File: src/rtl/bcp_pkg.sv
// Shared constants and types for the byte copy engine.
// Assumes register offsets fit in 8 bits and command words in 32 bits.
package bcp_pkg;
    localparam logic [7:0]  OFF_CMD    = 8'h00;
    localparam logic [7:0]  OFF_STATUS = 8'h01;
    localparam logic [7:0]  OFF_SRC    = 8'h02;
    localparam logic [7:0]  OFF_DST    = 8'h03;
    localparam logic [7:0]  OFF_CNT    = 8'h04;

    localparam logic [31:0] CMD_COPY   = 32'h0000_0001;
    localparam logic [31:0] CMD_CLEAR  = 32'h0000_0002;

    localparam int STAT_BUSY_BIT = 0;
    localparam int STAT_BAD_BIT  = 1;

    typedef enum logic [2:0] {
        ST_IDLE,
        ST_RREQ,
        ST_RWAIT,
        ST_WRITE,
        ST_DONE
    } seq_state_t;
endpackage

File: src/rtl/bcp_edge.sv
// Rising-edge detector for N level strobes in the clk domain.
// Assumes strobes are already synchronous to clk; each output pulses for
// one cycle in the cycle when its strobe is first seen high.
module bcp_edge #(
    parameter int N = 2
) (
    input  logic         clk,
    input  logic         rst_n,
    input  logic [N-1:0] lvl,
    output logic [N-1:0] rise
);
    for (genvar gi = 0; gi < N; gi++) begin : g_det
        logic last_q;

        // Remember each strobe's level from the previous clock.
        always_ff @(posedge clk) begin
            if (!rst_n) last_q <= 1'b0;
            else        last_q <= lvl[gi];
        end

        assign rise[gi] = lvl[gi] & ~last_q;

        assert_single_pulse_R12: assert property (@(posedge clk) disable iff (!rst_n)
            rise[gi] |=> !rise[gi]);
    end
endmodule

File: src/rtl/bcp_regs.sv
// Register bank and command decode for the byte copy engine.
// Acts on one-cycle read/write pulses from the edge detector; issues a
// one-cycle start pulse for an accepted copy with a non-zero count.
// Assumes ADDR_W and CNT_W are at most 32.
module bcp_regs
    import bcp_pkg::*;
#(
    parameter int ADDR_W = 16,
    parameter int CNT_W  = 16
) (
    input  logic              clk,
    input  logic              rst_n,
    input  logic [7:0]        off,
    input  logic [31:0]       wdata,
    input  logic              rd_pulse,
    input  logic              wr_pulse,
    input  logic              seq_busy,
    output logic [31:0]       rdata,
    output logic [ADDR_W-1:0] src_addr,
    output logic [ADDR_W-1:0] dst_addr,
    output logic [CNT_W-1:0]  byte_cnt,
    output logic              start
);
    logic bad_q;
    logic busy_eff;

    // A pending start counts as busy so no command slips in behind it.
    assign busy_eff = seq_busy | start;

    // Register writes, command decode, status reads and invalid-flag tracking.
    always_ff @(posedge clk) begin
        if (!rst_n) begin
            src_addr <= '0;
            dst_addr <= '0;
            byte_cnt <= '0;
            bad_q    <= 1'b0;
            start    <= 1'b0;
            rdata    <= '0;
        end else begin
            start <= 1'b0;
            if (wr_pulse) begin
                case (off)
                    OFF_CMD: begin
                        if (busy_eff) begin
                            bad_q <= 1'b1;
                        end else if (wdata == CMD_COPY) begin
                            start <= (byte_cnt != '0);
                        end else if (wdata == CMD_CLEAR) begin
                            src_addr <= '0;
                            dst_addr <= '0;
                            byte_cnt <= '0;
                            bad_q    <= 1'b0;
                        end
                    end
                    OFF_STATUS: bad_q    <= wdata[STAT_BAD_BIT];
                    OFF_SRC:    src_addr <= wdata[ADDR_W-1:0];
                    OFF_DST:    dst_addr <= wdata[ADDR_W-1:0];
                    OFF_CNT:    byte_cnt <= wdata[CNT_W-1:0];
                    default:    bad_q    <= 1'b1;
                endcase
            end
            if (rd_pulse) begin
                if (off == OFF_STATUS) begin
                    rdata                <= '0;
                    rdata[STAT_BUSY_BIT] <= busy_eff;
                    rdata[STAT_BAD_BIT]  <= bad_q;
                end else begin
                    bad_q <= 1'b1;
                end
            end
        end
    end

    // a command arriving while busy must raise the invalid flag.
    assert_busy_cmd_flags_R11: assert property (@(posedge clk) disable iff (!rst_n)
        (wr_pulse && off == OFF_CMD && busy_eff) |=> bad_q);

    // an accepted clear command empties the setup and the flag.
    assert_clear_cmd_R9: assert property (@(posedge clk) disable iff (!rst_n)
        (wr_pulse && !rd_pulse && off == OFF_CMD && wdata == CMD_CLEAR && !busy_eff)
        |=> (byte_cnt == '0 && src_addr == '0 && dst_addr == '0 && !bad_q));

    // a zero-count copy never produces a start pulse.
    assert_zero_count_R6: assert property (@(posedge clk) disable iff (!rst_n)
        (wr_pulse && off == OFF_CMD && wdata == CMD_COPY && byte_cnt == '0) |=> !start);

    // a read of a non-status offset raises the invalid flag.
    assert_bad_read_R7: assert property (@(posedge clk) disable iff (!rst_n)
        (rd_pulse && off != OFF_STATUS) |=> bad_q);
endmodule

File: src/rtl/bcp_seq.sv
// Copy sequencer: moves one byte per iteration over a byte-wide memory
// port with incrementing addresses. Assumes start is only pulsed while
// idle and only with a non-zero count; read data may take any number of
// cycles to return, qualified by rvalid.
module bcp_seq
    import bcp_pkg::*;
#(
    parameter int ADDR_W = 16,
    parameter int CNT_W  = 16
) (
    input  logic              clk,
    input  logic              rst_n,
    input  logic              start,
    input  logic [ADDR_W-1:0] src_in,
    input  logic [ADDR_W-1:0] dst_in,
    input  logic [CNT_W-1:0]  cnt_in,
    output logic              busy,
    output logic [ADDR_W-1:0] mem_addr,
    output logic              mem_rd_en,
    output logic              mem_wr_en,
    output logic [7:0]        mem_wdata,
    input  logic [7:0]        mem_rdata,
    input  logic              mem_rvalid
);
    seq_state_t        state;
    logic [ADDR_W-1:0] src_c;
    logic [ADDR_W-1:0] dst_c;
    logic [CNT_W-1:0]  left;
    logic [7:0]        byte_q;

    // State machine plus the running addresses, count and byte holder.
    always_ff @(posedge clk) begin
        if (!rst_n) begin
            state  <= ST_IDLE;
            src_c  <= '0;
            dst_c  <= '0;
            left   <= '0;
            byte_q <= '0;
        end else begin
            case (state)
                ST_IDLE: begin
                    if (start && cnt_in != '0) begin
                        src_c <= src_in;
                        dst_c <= dst_in;
                        left  <= cnt_in;
                        state <= ST_RREQ;
                    end
                end
                ST_RREQ:  state <= ST_RWAIT;
                ST_RWAIT: begin
                    if (mem_rvalid) begin
                        byte_q <= mem_rdata;
                        state  <= ST_WRITE;
                    end
                end
                ST_WRITE: begin
                    src_c <= src_c + 1'b1;
                    dst_c <= dst_c + 1'b1;
                    left  <= left - 1'b1;
                    state <= (left == CNT_W'(1)) ? ST_DONE : ST_RREQ;
                end
                ST_DONE:  state <= ST_IDLE;
                default:  state <= ST_IDLE;
            endcase
        end
    end

    // Memory port drive decoded from the state.
    always_comb begin
        mem_rd_en = (state == ST_RREQ);
        mem_wr_en = (state == ST_WRITE);
        mem_addr  = (state == ST_WRITE) ? dst_c : src_c;
        mem_wdata = byte_q;
        busy      = (state != ST_IDLE);
    end

    // every write is preceded by returned read data.
    assert_write_after_data_R13: assert property (@(posedge clk) disable iff (!rst_n)
        mem_wr_en |-> ($past(state) == ST_RWAIT && $past(mem_rvalid)));

    // the next read after a write is one byte further on.
    assert_src_step_R4: assert property (@(posedge clk) disable iff (!rst_n)
        (mem_rd_en && $past(mem_wr_en)) |-> (src_c == ADDR_W'($past(src_c) + 1'b1)));

    // the register bank never starts a copy over a running one.
    assert_start_when_idle_R11: assert property (@(posedge clk) disable iff (!rst_n)
        start |-> (state == ST_IDLE));

    // at most one enable is high in any cycle.
    assert_one_enable_R13: assert property (@(posedge clk) disable iff (!rst_n)
        $onehot0({mem_rd_en, mem_wr_en}));
endmodule

File: src/rtl/bcp_top.sv
// Top of the register-programmed byte copy engine: edge detection on the
// decoded strobes, register bank, and copy sequencer. Assumes strobes,
// offset and data are synchronous to clk and held stable around an edge.
module bcp_top
    import bcp_pkg::*;
#(
    parameter int ADDR_W = 16,
    parameter int CNT_W  = 16
) (
    input  logic              clk,
    input  logic              rst_n,
    input  logic [7:0]        reg_off,
    input  logic [31:0]       reg_wdata,
    output logic [31:0]       reg_rdata,
    input  logic              reg_rd,
    input  logic              reg_wr,
    output logic [ADDR_W-1:0] mem_addr,
    output logic              mem_rd_en,
    output logic              mem_wr_en,
    output logic [7:0]        mem_wdata,
    input  logic [7:0]        mem_rdata,
    input  logic              mem_rvalid
);
    localparam int NSTB = 2;

    logic [NSTB-1:0]   stb_rise;
    logic [ADDR_W-1:0] src_addr;
    logic [ADDR_W-1:0] dst_addr;
    logic [CNT_W-1:0]  byte_cnt;
    logic              start;
    logic              seq_busy;

    bcp_edge #(.N(NSTB)) u_edge (
        .clk   (clk),
        .rst_n (rst_n),
        .lvl   ({reg_wr, reg_rd}),
        .rise  (stb_rise)
    );

    bcp_regs #(.ADDR_W(ADDR_W), .CNT_W(CNT_W)) u_regs (
        .clk      (clk),
        .rst_n    (rst_n),
        .off      (reg_off),
        .wdata    (reg_wdata),
        .rd_pulse (stb_rise[0]),
        .wr_pulse (stb_rise[1]),
        .seq_busy (seq_busy),
        .rdata    (reg_rdata),
        .src_addr (src_addr),
        .dst_addr (dst_addr),
        .byte_cnt (byte_cnt),
        .start    (start)
    );

    bcp_seq #(.ADDR_W(ADDR_W), .CNT_W(CNT_W)) u_seq (
        .clk        (clk),
        .rst_n      (rst_n),
        .start      (start),
        .src_in     (src_addr),
        .dst_in     (dst_addr),
        .cnt_in     (byte_cnt),
        .busy       (seq_busy),
        .mem_addr   (mem_addr),
        .mem_rd_en  (mem_rd_en),
        .mem_wr_en  (mem_wr_en),
        .mem_wdata  (mem_wdata),
        .mem_rdata  (mem_rdata),
        .mem_rvalid (mem_rvalid)
    );
endmodule

File: config.mk
export PLATFORM = sky130hd
export DESIGN_NAME = bcp_top
export DESIGN_NICKNAME = d
export VERILOG_FILES = /design/src/rtl/bcp_pkg.sv /design/src/rtl/bcp_edge.sv /design/src/rtl/bcp_regs.sv /design/src/rtl/bcp_seq.sv /design/src/rtl/bcp_top.sv
export SDC_FILE = /design/constraint.sdc
export NUM_CORES = 1
export LEC_CHECK = 0
export BUFFER_PORTS_ARGS = -buffer_cell sky130_fd_sc_hd__buf_2
export CORE_UTILIZATION = 35
export DETAILED_ROUTE_END_ITERATION = 8
export PLACE_DENSITY = 0.58
export SKIP_CTS_REPAIR_TIMING = 1
export SKIP_LAST_GASP = 1
export SLEW_MARGIN = 30
export SYNTH_ARGS = -nofsm -noshare
export SYNTH_HDL_FRONTEND = slang
export SYNTH_SLANG_ARGS = --single-unit
File: constraint.sdc
create_clock -name clk -period 2.35 [get_ports clk]
set_clock_uncertainty 0.15 [all_clocks]
set_input_delay 0.3525 -clock clk [delete_from_list [all_inputs] [get_ports clk]]
set_output_delay 0.3525 -clock clk [all_outputs]
set_load 0.01 [all_outputs]
==> impl_results.md, run 1 <==
* Worst-Skew Late Latency at 0.42 ns
* CTS buffer count at 17
* Final hold vios at 0
* Register-to-Register Path Depth at 6
* Dpl cells at 985
* Final instance area at 0.00718 mm²
* Reg power frac at 41.9%
* Max transition margin at 59.2%
* Synth Area per Inst at 8.35 µm²
* Status: complete, no violations
* Number of antenna violations at the first check in global routing at 0
* HP Start: mem_rdata[6]
* Worst EP required at 2.54 ns
* Ratio of cells with drive above 1 in the final layout at 24.8%
* Min Clock Period, post-route at 2.31 ns
* Number of global-route vias before repair at 5,280
* Rows at 45
* Post-synthesis register bit count at 113
* PwrDens at 640 mW/mm²
* Fin. max-slew vios at 0
* Cell depth of the worst hold path at 3
* GP Congestion at 0.922
* Clock share of power at 53.3%
* Reg2reg end: u_seq.src_c[6]
* Routed Antenna Nets at 0
* Pwr Total at 4.60 mW
* H-Tree Depth at 4
* Total Die Area at 0.0165 mm²
* Mapped Area at 0.00561 mm²
* Yosys cell types at 66
* Area contributors post-synth: dfxtp_1 (40%), nand2_1 (6.4%), a22o_1 (5.2%)
* IO buf count at 80
* Initial DRC count at 481
* Chip height at 129 µm
* First-pass GRT wire length at 27,000 µm
* CP max FO at 11
* Least-Margin Pin Slew at 0.611 ns
* FF-to-FF Start: u_regs.byte_cnt[3]
* Maxcap violations at 0
* # setup viols final at 0
* Clock-pin transition on the worst setup and hold timing paths at 0.05 ns
* Hold Crit Class: in -> reg
* Gate power share at 4.8%
* Routed WL at 17,000 µm
* Leakage power at 2.95 nW
* Fin util at 46.5%
* Vias per inst at 5.56
* Gr ovfl total at 0
* Initial Util at 36.3%
* DRT Pass-1 Iters at 5
* Switching Fraction at 21.8%
* Startpoint types: flip-flop
* Register area share after synthesis at 40.4%
* CTS root buf: clkbuf_16
* Min-Delay Endpoint: u_seq.mem_wdata[6]
* Vias at 5,667
* Ports at 111
* Ys async rst share at 0%
* Internal power at 3.59 mW
* Core Box Area at 0.0154 mm²
* GRT Util Overall at 21.3%
* Largest net degree at the start of global routing at 43
* Reg2reg setup slack at 0.04 ns
* Chip width at 129 µm
* Detail Placement HPWL at 12,200 µm
* WL/cell at 16.6 µm
* Layout Nets at 855
* Number of synthesized flops with an enable pin at 0
* Max clock buf depth at 2
* Arr. time, crit path at 2.51 ns
* CP endpoint kind: flip-flop
* CTS tree: yes
* Post-synth top area cell: dfxtp_1
* Cells after synthesis at 671
* Tcrit/Tclk final at 98.5%
* Register Area at 0.00226 mm²
* Share of the synthesized area in the top cell type at 40.4%
* Area of the multi-input gates at 0.00302 mm²
* Fillers at 1,526
* Hold_ws at 0.0184 ns
* Layout area overhead at 28.0%
* # diodes at 0
* RSZ-0062 raised after global routing: true
* Max Freq at 432 MHz
* Cell Area, Placed at 0.00655 mm²
* Final cell count without fillers at 1,020
* Maximum VDD drop at 522 µV
* P_sw at 1.00 mW
* Crit path kind: reg -> reg
* Top_reg_cell synth: dfxtp_1
* Synthesis Warnings at 0
* Sinks on Clock Net at 113
* DRC errors left at 0
[power by group through the flow]
stage	Sequential (mW)	Combinational (mW)	Clock, mW
2_1_floorplan	1.96	0.130	0
3_3_place_gp	1.97	0.212	0
3_5_place_dp	1.97	0.215	0
4_1_cts	1.93	0.216	2.47
5_1_grt	1.92	0.240	2.58
6_report	1.93	0.221	2.45
[layer usage]
metal | wire length [µm] | global-route usage [%]
met1 | 7720 | 27.3
met5 | 0 | 0
met3 | 984 | 5.70
met4 | 333 | 6.99
met2 | 7920 | 34.6
[worst max-delay path by stage]
stage | startpoint | end | slack (ns) | depth (start not counted)
6_report | u_regs.byte_cnt[3] | u_seq.src_c[6] | 0.04 | 6
4_1_cts | u_seq.state[2] | mem_addr[10] | -0.15 | 6
2_1_floorplan | reg_off[3] | u_regs.dst_addr[10] | 0.02 | 6
5_1_grt | u_regs.byte_cnt[3] | u_seq.src_c[3] | -0.05 | 6
3_3_place_gp | reg_wdata[8] | u_regs.src_addr[3] | -0.11 | 8
3_5_place_dp | reg_wdata[8] | u_regs.src_addr[3] | -0.12 | 8
[metrics by stage]
step	setup TNS (ns)	worst slack, ns
global placement	-2.54	-0.112
global route	-0.227	-0.0546
finish	0	0.0354
detailed placement	-3.59	-0.124
CTS	-2.15	-0.153
floorplan	0	0.0176
[placed cells by master (no fill, tap or decap), drive strengths merged, types with 17 or more instances in the layout]
cell,n
buf,146
clkbuf,23
nand3,31
conb,30
a22o,33
nor2,44
nor3,18
nor4,17
o21ai,35
nand2,97
a21oi,45
dfxtp,113
nand4,28
[flip-flops by register name (all words and copies together) (netlist names)]
| name | count |
|---|---|
| u_regs.src_addr | 16 |
| u_regs.bad_q | 1 |
| u_regs.byte_cnt | 16 |
| u_seq.mem_wdata | 8 |
| u_seq.src_c | 16 |
| u_regs.dst_addr | 16 |
| u_seq.state | 3 |
| u_edge.g_det.last_q | 2 |
| u_seq.dst_c | 16 |
| u_regs.rdata | 2 |
| u_regs.start | 1 |
| u_seq.left | 16 |
[critical path: stages, from the launching register on]
cell	delay [ns]
dfxtp_1	0.33
or4_4	0.54
or4_4	0.62
a21oi_4	0.22
buf_12	0.16
o21ai_1	0.07
a31oi_1	0.15
[cell type report]
class	count	share of cell area (%)
Multi-Input combinational cell	507	42.1
Sequential cell	113	31.5
Timing Repair Buffer	148	14.4
Clock buffer	23	6.52
Tap cell	211	3.68
Clock inverter	7	1.19
Inverter	11	0.575
[synth_stat cells, drive strengths merged, types with 2 or more instances]
| master | n |
|---|---|
| dfxtp | 113 |
| nand2 | 97 |
| buf | 46 |
| a21oi | 45 |
| nor2 | 44 |
| o21ai | 35 |
| a22o | 33 |
| nand3 | 31 |
| nand4 | 28 |
| clkbuf | 23 |
| nor3 | 18 |
| nor4 | 17 |
| or4 | 15 |
| inv | 11 |
| a2bb2oi | 10 |
| mux2i | 10 |
| and3 | 8 |
| a31oi | 7 |
| a22oi | 6 |
| and2 | 5 |
| nor2b | 5 |
| o211ai | 5 |
| o2bb2ai | 5 |
| ha | 4 |
| nand4b | 4 |
| a2111oi | 3 |
| a221oi | 3 |
| and4 | 3 |
| nand2b | 3 |
| nand3b | 3 |
| o31ai | 3 |
| or2 | 3 |
| o221ai | 2 |
| o22ai | 2 |
| o311ai | 2 |
| o31a | 2 |
| or3 | 2 |
[logic make-up after synthesis]
logic type | after synthesis | share of synthesized area, %
other cells | 1 | 0.0669
xor+xnor | 1 | 0.156
mux | 11 | 1.99
fa+ha+maj | 4 | 0.893
buf+inv | 80 | 8.35
flops | 113 | 40.4
compound gates | 171 | 21.6
simple gates | 290 | 26.6
Power figures use the tool's default switching activity.
==> run 2, diff against run 1 <==
--- a/config.mk
+++ b/config.mk
@@ -6,9 +6,9 @@
 export NUM_CORES = 1
 export LEC_CHECK = 0
 export BUFFER_PORTS_ARGS = -buffer_cell sky130_fd_sc_hd__buf_2
-export CORE_UTILIZATION = 35
+export CORE_UTILIZATION = 50
 export DETAILED_ROUTE_END_ITERATION = 8
-export PLACE_DENSITY = 0.58
+export PLACE_DENSITY = 0.77
 export SKIP_CTS_REPAIR_TIMING = 1
 export SKIP_LAST_GASP = 1
 export SLEW_MARGIN = 30
==> impl_results.md, run 2 (same netlist as run 1, synthesis figures left out) <==
* Crit path kind: reg -> out (was reg -> reg)
* GRT Util Overall at 29.0% (was 21.3%)
* Maximum VDD drop at 423 µV (was 522 µV)
* Arr. time, crit path at 1.92 ns (was 2.51 ns)
* Startpoint types: flip-flop (unchanged)
* Initial DRC count at 611 (was 481)
* Fin util at 68.7% (was 46.5%)
* Status: finished, violations left (was complete, no violations)
* Total Die Area at 0.0116 mm² (was 0.0165 mm²)
* Layout area overhead at 33.5% (was 28.0%)
* Final cell count without fillers at 970 (was 1,020)
* Ports at 111 (unchanged)
* Fin. max-slew vios at 0 (unchanged)
* Core Box Area at 0.0109 mm² (was 0.0154 mm²)
* H-Tree Depth at 4 (unchanged)
* CTS tree: yes (unchanged)
* Register Area at 0.00227 mm² (was 0.00226 mm²)
* Routed WL at 18,300 µm (was 17,000 µm)
* Most frequent cells in the layout: dfxtp_1 (110), nand2_1 (86), buf_2 (80), buf_4 (51), a21oi_1 (43) (was dfxtp_1 (112), nand2_1 (96), buf_2 (80), buf_4 (56), a21oi_1 (43))
* Number of global-route vias before repair at 5,339 (was 5,280)
* CTS root buf: clkbuf_8 (was clkbuf_16)
* Max transition margin at 56.0% (was 59.2%)
* Least-Margin Pin Slew at 0.659 ns (was 0.611 ns)
* Sinks on Clock Net at 113 (unchanged)
* Detail Placement HPWL at 11,300 µm (was 12,200 µm)
* Failing checks: hold timing, setup timing
* Pwr Total at 4.79 mW (was 4.60 mW)
* Vias per inst at 6.24 (was 5.56)
* Hold Crit Class: in -> reg (unchanged)
* Dpl cells at 903 (was 985)
* CP endpoint kind: output port (was flip-flop)
* Chip width at 108 µm (was 129 µm)
* GP Congestion at 0.912 (was 0.922)
* Largest stage delay on the critical path at 0.33 ns (was 0.62 ns)
* Worst EP required at 1.85 ns (was 2.54 ns)
* Rows at 38 (was 45)
* Gr ovfl total at 0 (unchanged)
* CP max-delay cell: dfxtp_2 (was or4_4)
* Worst-Skew Late Latency at 0.54 ns (was 0.42 ns)
* First-pass GRT wire length at 25,900 µm (was 27,000 µm)
* Final hold vios at 7 (was 0)
* DRT Pass-1 Iters at 6 (was 5)
* Min Clock Period, post-route at 2.42 ns (was 2.31 ns)
* Routed Antenna Nets at 0 (unchanged)
* Area of the multi-input gates at 0.00308 mm² (was 0.00302 mm²)
* Max Freq at 413 MHz (was 432 MHz)
* RSZ-0062 raised after global routing: true (unchanged)
* CTS buffer count at 17 (unchanged)
* Clock-pin transition on the worst setup and hold timing paths at 0.06 ns (was 0.05 ns)
* Number of antenna violations at the first check in global routing at 0 (unchanged)
* Max clock buf depth at 2 (unchanged)
* DRC errors left at 0 (unchanged)
* Largest net degree at the start of global routing at 43 (unchanged)
* Min setup slack post-route at -0.0700 ns (was 0.0354 ns)
* IO buf count at 80 (unchanged)
* WL/cell at 18.9 µm (was 16.6 µm)
* Critical path, cell by cell: buf_6, nand3b_1, buf_6, clkbuf_16, nand2_1, nand2_1, buf_2 (was or4_4, or4_4, a21oi_4, buf_12, o21ai_1, a31oi_1)
* Most common cell after layout, fill and taps aside: dfxtp_1 (unchanged)
* Fillers at 821 (was 1,526)
* CP max FO at 9 (was 11)
* Tcrit/Tclk final at 103% (was 98.5%)
* Layout Nets at 874 (was 855)
* Pre-CTS setup slack at -0.109 ns (was -0.124 ns)
* Initial Util at 51.5% (was 36.3%)
* # diodes at 0 (unchanged)
* Hold_ws at -0.0289 ns (was 0.0184 ns)
* Ratio of cells with drive above 1 in the final layout at 27.2% (was 24.8%)
* Maxcap violations at 0 (unchanged)
* PwrDens at 640 mW/mm² (about the same)
* # setup viols final at 20 (was 0)
* Leakage power at 3.07 nW (was 2.95 nW)
* Chip height at 108 µm (was 129 µm)
* Vias at 6,056 (was 5,667)
[run 2: changes by cell type in the layout (fill, tap and decap cells not counted), sizes merged, moves of 2 or more]
cell	before	now
clkbuf	23	25
clkinv	5	2
dlygate4sd3	2	19
buf	146	143
clkinvlp	0	6
[run 2: cell type report]
cell class,instances,area share (%)
timing repair buffer,167,17.5
clock inverter,12,2.11
tap,140,2.34
inverter,11,0.585
clock buffer,20,5.95
multi-input combinational,507,41.2
sequential,113,30.3
[run 2: metrics by stage]
step                hold slack (ns)  TNS, ns  instance area, µm²
finish                      -0.0289   -0.848                7480
global route               0.000828    -1.71                7480
global placement              0.288   -0.986                6380
CTS                          -0.121    -7.17                6990
floorplan                     0.279        0                5730
detailed placement            0.300    -2.67                6380
[run 2: final timing paths]
check | slack (ns) | endpoint | cells past startpoint | from
min | -0.03 | u_regs.src_addr[6] | 3 | reg_wdata[6]
max | -0.07 | mem_addr[0] | 7 | u_seq.state[1]
min reg2reg | 0.31 | u_regs.src_addr[11] | 2 | u_regs.src_addr[11]
max reg2reg | -0.06 | u_seq.dst_c[14] | 8 | u_seq.state[1]
[run 2: report_power, final]
group	switching, mW	total [mW]	internal [mW]
Clock	0.952	2.62	1.67
Combinational	0.145	0.239	0.0936
Sequential	0.00346	1.92	1.92
[run 2: routing by layer]
| metal | part of all wire, % | track usage [%] | vias to the layer above |
|---|---|---|---|
| li1 | - | - | 2732 |
| met1 | 38 | 34.9 | 2812 |
| met2 | 48 | 47.1 | 411 |
| met3 | 9.4 | 8.05 | 101 |
| met4 | 4.8 | 14.9 | 0 |
| met5 | 0 | 0 | - |
[run 2: critical path, delay by kind of cell (launching register included)]
family | cells | cell delay [ns]
DFF | 1 | 0.33
buffers and inverters | 4 | 0.66
and+or+nand+nor | 3 | 0.37
==> run 3, diff against run 2 <==
--- a/config.mk
+++ b/config.mk
@@ -5,13 +5,16 @@
 export SDC_FILE = /design/constraint.sdc
 export NUM_CORES = 1
 export LEC_CHECK = 0
+export ABC_AREA = 1
 export BUFFER_PORTS_ARGS = -buffer_cell sky130_fd_sc_hd__buf_2
 export CORE_UTILIZATION = 50
+export CTS_BUF_LIST = sky130_fd_sc_hd__clkbuf_8
 export DETAILED_ROUTE_END_ITERATION = 8
-export PLACE_DENSITY = 0.77
+export PLACE_DENSITY = 0.76
 export SKIP_CTS_REPAIR_TIMING = 1
 export SKIP_LAST_GASP = 1
 export SLEW_MARGIN = 30
 export SYNTH_ARGS = -nofsm -noshare
 export SYNTH_HDL_FRONTEND = slang
 export SYNTH_SLANG_ARGS = --single-unit
+export TNS_END_PERCENT = 20
==> impl_results.md, run 3 <==
* Largest net degree at the start of global routing at 44 (was 43)
* # setup viols final at 0 (was 20)
* CP endpoint kind: output port (unchanged)
* Fin util at 58.4% (was 68.7%)
* Max Freq at 453 MHz (was 413 MHz)
* CTS tree: yes (unchanged)
* Pwr Total at 4.34 mW (was 4.79 mW)
* Synth Area in Simple Gates at 34.0% (was 26.6%)
* Chip width at 115 µm (was 108 µm)
* Rows at 41 (was 38)
* FF-to-FF Start: u_regs.byte_cnt[7] (was u_seq.state[1])
* Post-synthesis register bit count at 113 (unchanged)
* Ratio of cells with drive above 1 in the final layout at 14.7% (was 27.2%)
* Register-to-Register Path Depth at 11 (was 8)
* DRC errors left at 0 (unchanged)
* Clock-pin transition on the worst setup and hold timing paths at 0.07 ns (was 0.06 ns)
* Ys async rst share at 0% (unchanged)
* Initial DRC count at 634 (was 611)
* Reg2reg end: u_seq.src_c[8] (was u_seq.dst_c[14])
* Min Clock Period, post-route at 2.21 ns (was 2.42 ns)
* Synthesis Warnings at 0 (unchanged)
* Number of global-route vias before repair at 5,818 (was 5,339)
* Crit path kind: reg -> out (unchanged)
* Post-synth top area cell: dfxtp_1 (unchanged)
* RSZ-0062 raised after global routing: false (was true)
* Synth Area in Compound Gates at 15.1% (was 21.6%)
* Vias at 6,535 (was 6,056)
* Yosys cell types at 40 (was 66)
* # diodes at 0 (unchanged)
* Total Die Area at 0.0133 mm² (was 0.0116 mm²)
* Top_reg_cell synth: dfxtp_1 (unchanged)
* Share of the synthesized area in the top cell type at 35.2% (was 40.4%)
* Maximum VDD drop at 335 µV (was 423 µV)
* DRT Pass-1 Iters at 6 (unchanged)
* First-pass GRT wire length at 28,300 µm (was 25,900 µm)
* Fin. max-slew vios at 0 (unchanged)
* Ports at 111 (unchanged)
* Gr ovfl total at 0 (unchanged)
* HP Start: reg_wdata[11] (was reg_wdata[6])
* Cell depth of the worst hold path at 3 (unchanged)
* CP max FO at 26 (was 9)
* Setup TNS at 0 ns (was -0.848 ns)
* Maxcap violations at 0 (unchanged)
* Vias per inst at 5.20 (was 6.24)
* Dpl cells at 1,222 (was 903)
* H-Tree Depth at 4 (unchanged)
* Hold_ws at 0.0110 ns (was -0.0289 ns)
* Synth Area per Inst at 6.45 µm² (was 8.35 µm²)
* Tcrit/Tclk final at 94.0% (was 103%)
* CTS root buf: clkbuf_8 (unchanged)
* Cells after synthesis at 996 (was 671)
* Core Box Area at 0.0126 mm² (was 0.0109 mm²)
* Mapped Area at 0.00642 mm² (was 0.00561 mm²)
* Reg2reg setup slack at 0.23 ns (was -0.06 ns)
* Status: complete, no violations (was finished, violations left)
* Initial Util at 51.1% (was 51.5%)
* Hold Crit Class: in -> reg (unchanged)
* Register area share after synthesis at 35.2% (was 40.4%)
* Min-Delay Endpoint: u_regs.byte_cnt[11] (was u_regs.src_addr[6])
* Detail Placement HPWL at 12,400 µm (was 11,300 µm)
* Number of antenna violations at the first check in global routing at 0 (unchanged)
* Max clock buf depth at 2 (unchanged)
* Layout Nets at 1,128 (was 874)
* Leakage power at 3.27 nW (was 3.07 nW)
* Chip height at 115 µm (was 108 µm)
* Routed Antenna Nets at 0 (unchanged)
* Sinks on Clock Net at 113 (unchanged)
* CTS buffer count at 17 (unchanged)
* Layout area overhead at 14.2% (was 33.5%)
* Number of synthesized flops with an enable pin at 0 (unchanged)
* Most common cell after layout, fill and taps aside: nand2_1 (was dfxtp_1)
* Largest family of logic cells by synthesized area: simple AND/OR/NAND/NOR gates (unchanged)
* Mux cell area share after synthesis at 0% (was 1.99%)
* GRT Util Overall at 27.6% (was 29.0%)
* WL/cell at 13.8 µm (was 18.9 µm)
* Synth cell count leaders: nand2_1 (254), nor2_1 (129), dfxtp_1 (113), inv_1 (108), a21oi_1 (85) (was dfxtp_1 (113), nand2_1 (96), a21oi_1 (43), nor2_1 (43), a22o_1 (33))
* Least-Margin Pin Slew at 0.536 ns (was 0.659 ns)
* GP Congestion at 0.934 (was 0.912)
* Most frequent cells in the layout: nand2_1 (254), nor2_1 (129), dfxtp_1 (111), inv_1 (107), a21oi_1 (85) (was dfxtp_1 (110), nand2_1 (86), buf_2 (80), buf_4 (51), a21oi_1 (43))
* Synth Area in XOR/XNOR at 0.819% (was 0.156%)
* Fillers at 1,230 (was 821)
* Max transition margin at 64.2% (was 56.0%)
* Startpoint types: flip-flop (unchanged)
* Worst-Skew Late Latency at 0.45 ns (was 0.54 ns)
* Area contributors post-synth: dfxtp_1 (35%), nand2_1 (15%), nor2_1 (7.5%) (was dfxtp_1 (40%), nand2_1 (6.4%), a22o_1 (5.2%))
* Routed WL at 17,400 µm (was 18,300 µm)
* Final cell count without fillers at 1,256 (was 970)
* Adder-Cell Fraction of Synth Area at 0.780% (was 0.893%)
* Arr. time, crit path at 1.71 ns (was 1.92 ns)
* Final hold vios at 0 (was 7)
* Cell with the most instances after synthesis: nand2_1 (was dfxtp_1)
* IO buf count at 80 (unchanged)
* PwrDens at 592 mW/mm² (was 640 mW/mm²)
* Worst EP required at 1.85 ns (about the same)
run 3: changes by cell type in the layout (fill, tap and decap cells not counted), sizes merged, moves of 15 or more:
cell	previous run	this run
nand3	31	56
or4	15	0
o21ai	35	65
nor2	44	139
buf	143	98
inv	12	115
a22o	33	0
nand2	97	259
nor4	17	2
a21oi	45	85
dlygate4sd3	19	2
run 3: routing by layer:
layer / up-vias / wire length, µm / global-route usage, %
li1: 3305 / - / -
met1: 2908 / 7910 / 35.0
met2: 290 / 7900 / 44.8
met3: 32 / 1200 / 7.33
met4: 0 / 378 / 10.7
met5: - / 0 / 0
run 3: critical path, stage by stage, from the launching register on:
cell and delay, ns:
dfxtp_1 0.39, nand3_2 0.19, inv_2 0.13, buf_8 0.18, nand2_1 0.11, o21ai_0 0.09
buf_2 0.16
run 3: cells by family after synthesis:
kind of cell,count (synthesis)
AND/OR/NAND/NOR,503
buffers and inverters,188
AO/OA/AOI/OAI,181
flip-flops,113
XOR/XNOR,6
adder cells (fa/ha/maj),4
other,1
run 3: worst max path at each step:
| stage | startpoint | end | slack [ns] | depth (start not counted) |
|---|---|---|---|---|
| 2_1_floorplan | u_seq.state[2] | mem_addr[12] | 0.48 | 6 |
| 4_1_cts | u_seq.state[2] | mem_addr[6] | -0.003 | 6 |
| 6_report | u_seq.state[0] | mem_addr[13] | 0.14 | 6 |
| 3_3_place_gp | reg_wdata[8] | u_regs.src_addr[14] | 0.17 | 11 |
| 5_1_grt | u_seq.state[2] | mem_addr[5] | 0.01 | 7 |
| 3_5_place_dp | reg_wdata[0] | u_regs.src_addr[0] | 0.17 | 11 |
run 3: through the flow:
step           instance area (µm²)  setup WS (ns)
2_1_floorplan                 6530          0.480
3_3_place_gp                  6830          0.173
3_5_place_dp                  6830          0.166
4_1_cts                       7290       -0.00252
5_1_grt                       7330         0.0123
6_report                      7330          0.141
run 3: power by group:
part           internal (mW)  total [mW]  switching [mW]
clock network           1.33        2.14           0.807
registers               1.93        1.94          0.0106
logic                 0.0871       0.260           0.173
run 3: layout make-up:
| type | count | area [µm²] | area share, % |
|---|---|---|---|
| Timing Repair Buffer | 100 | 591 | 8.05 |
| Clock inverter | 12 | 186 | 2.54 |
| Inverter | 115 | 432 | 5.89 |
| Multi-Input combinational cell | 724 | 3370 | 46.0 |
| Sequential cell | 113 | 2260 | 30.9 |
| Clock buffer | 20 | 275 | 3.75 |
| Tap cell | 172 | 215 | 2.93 |
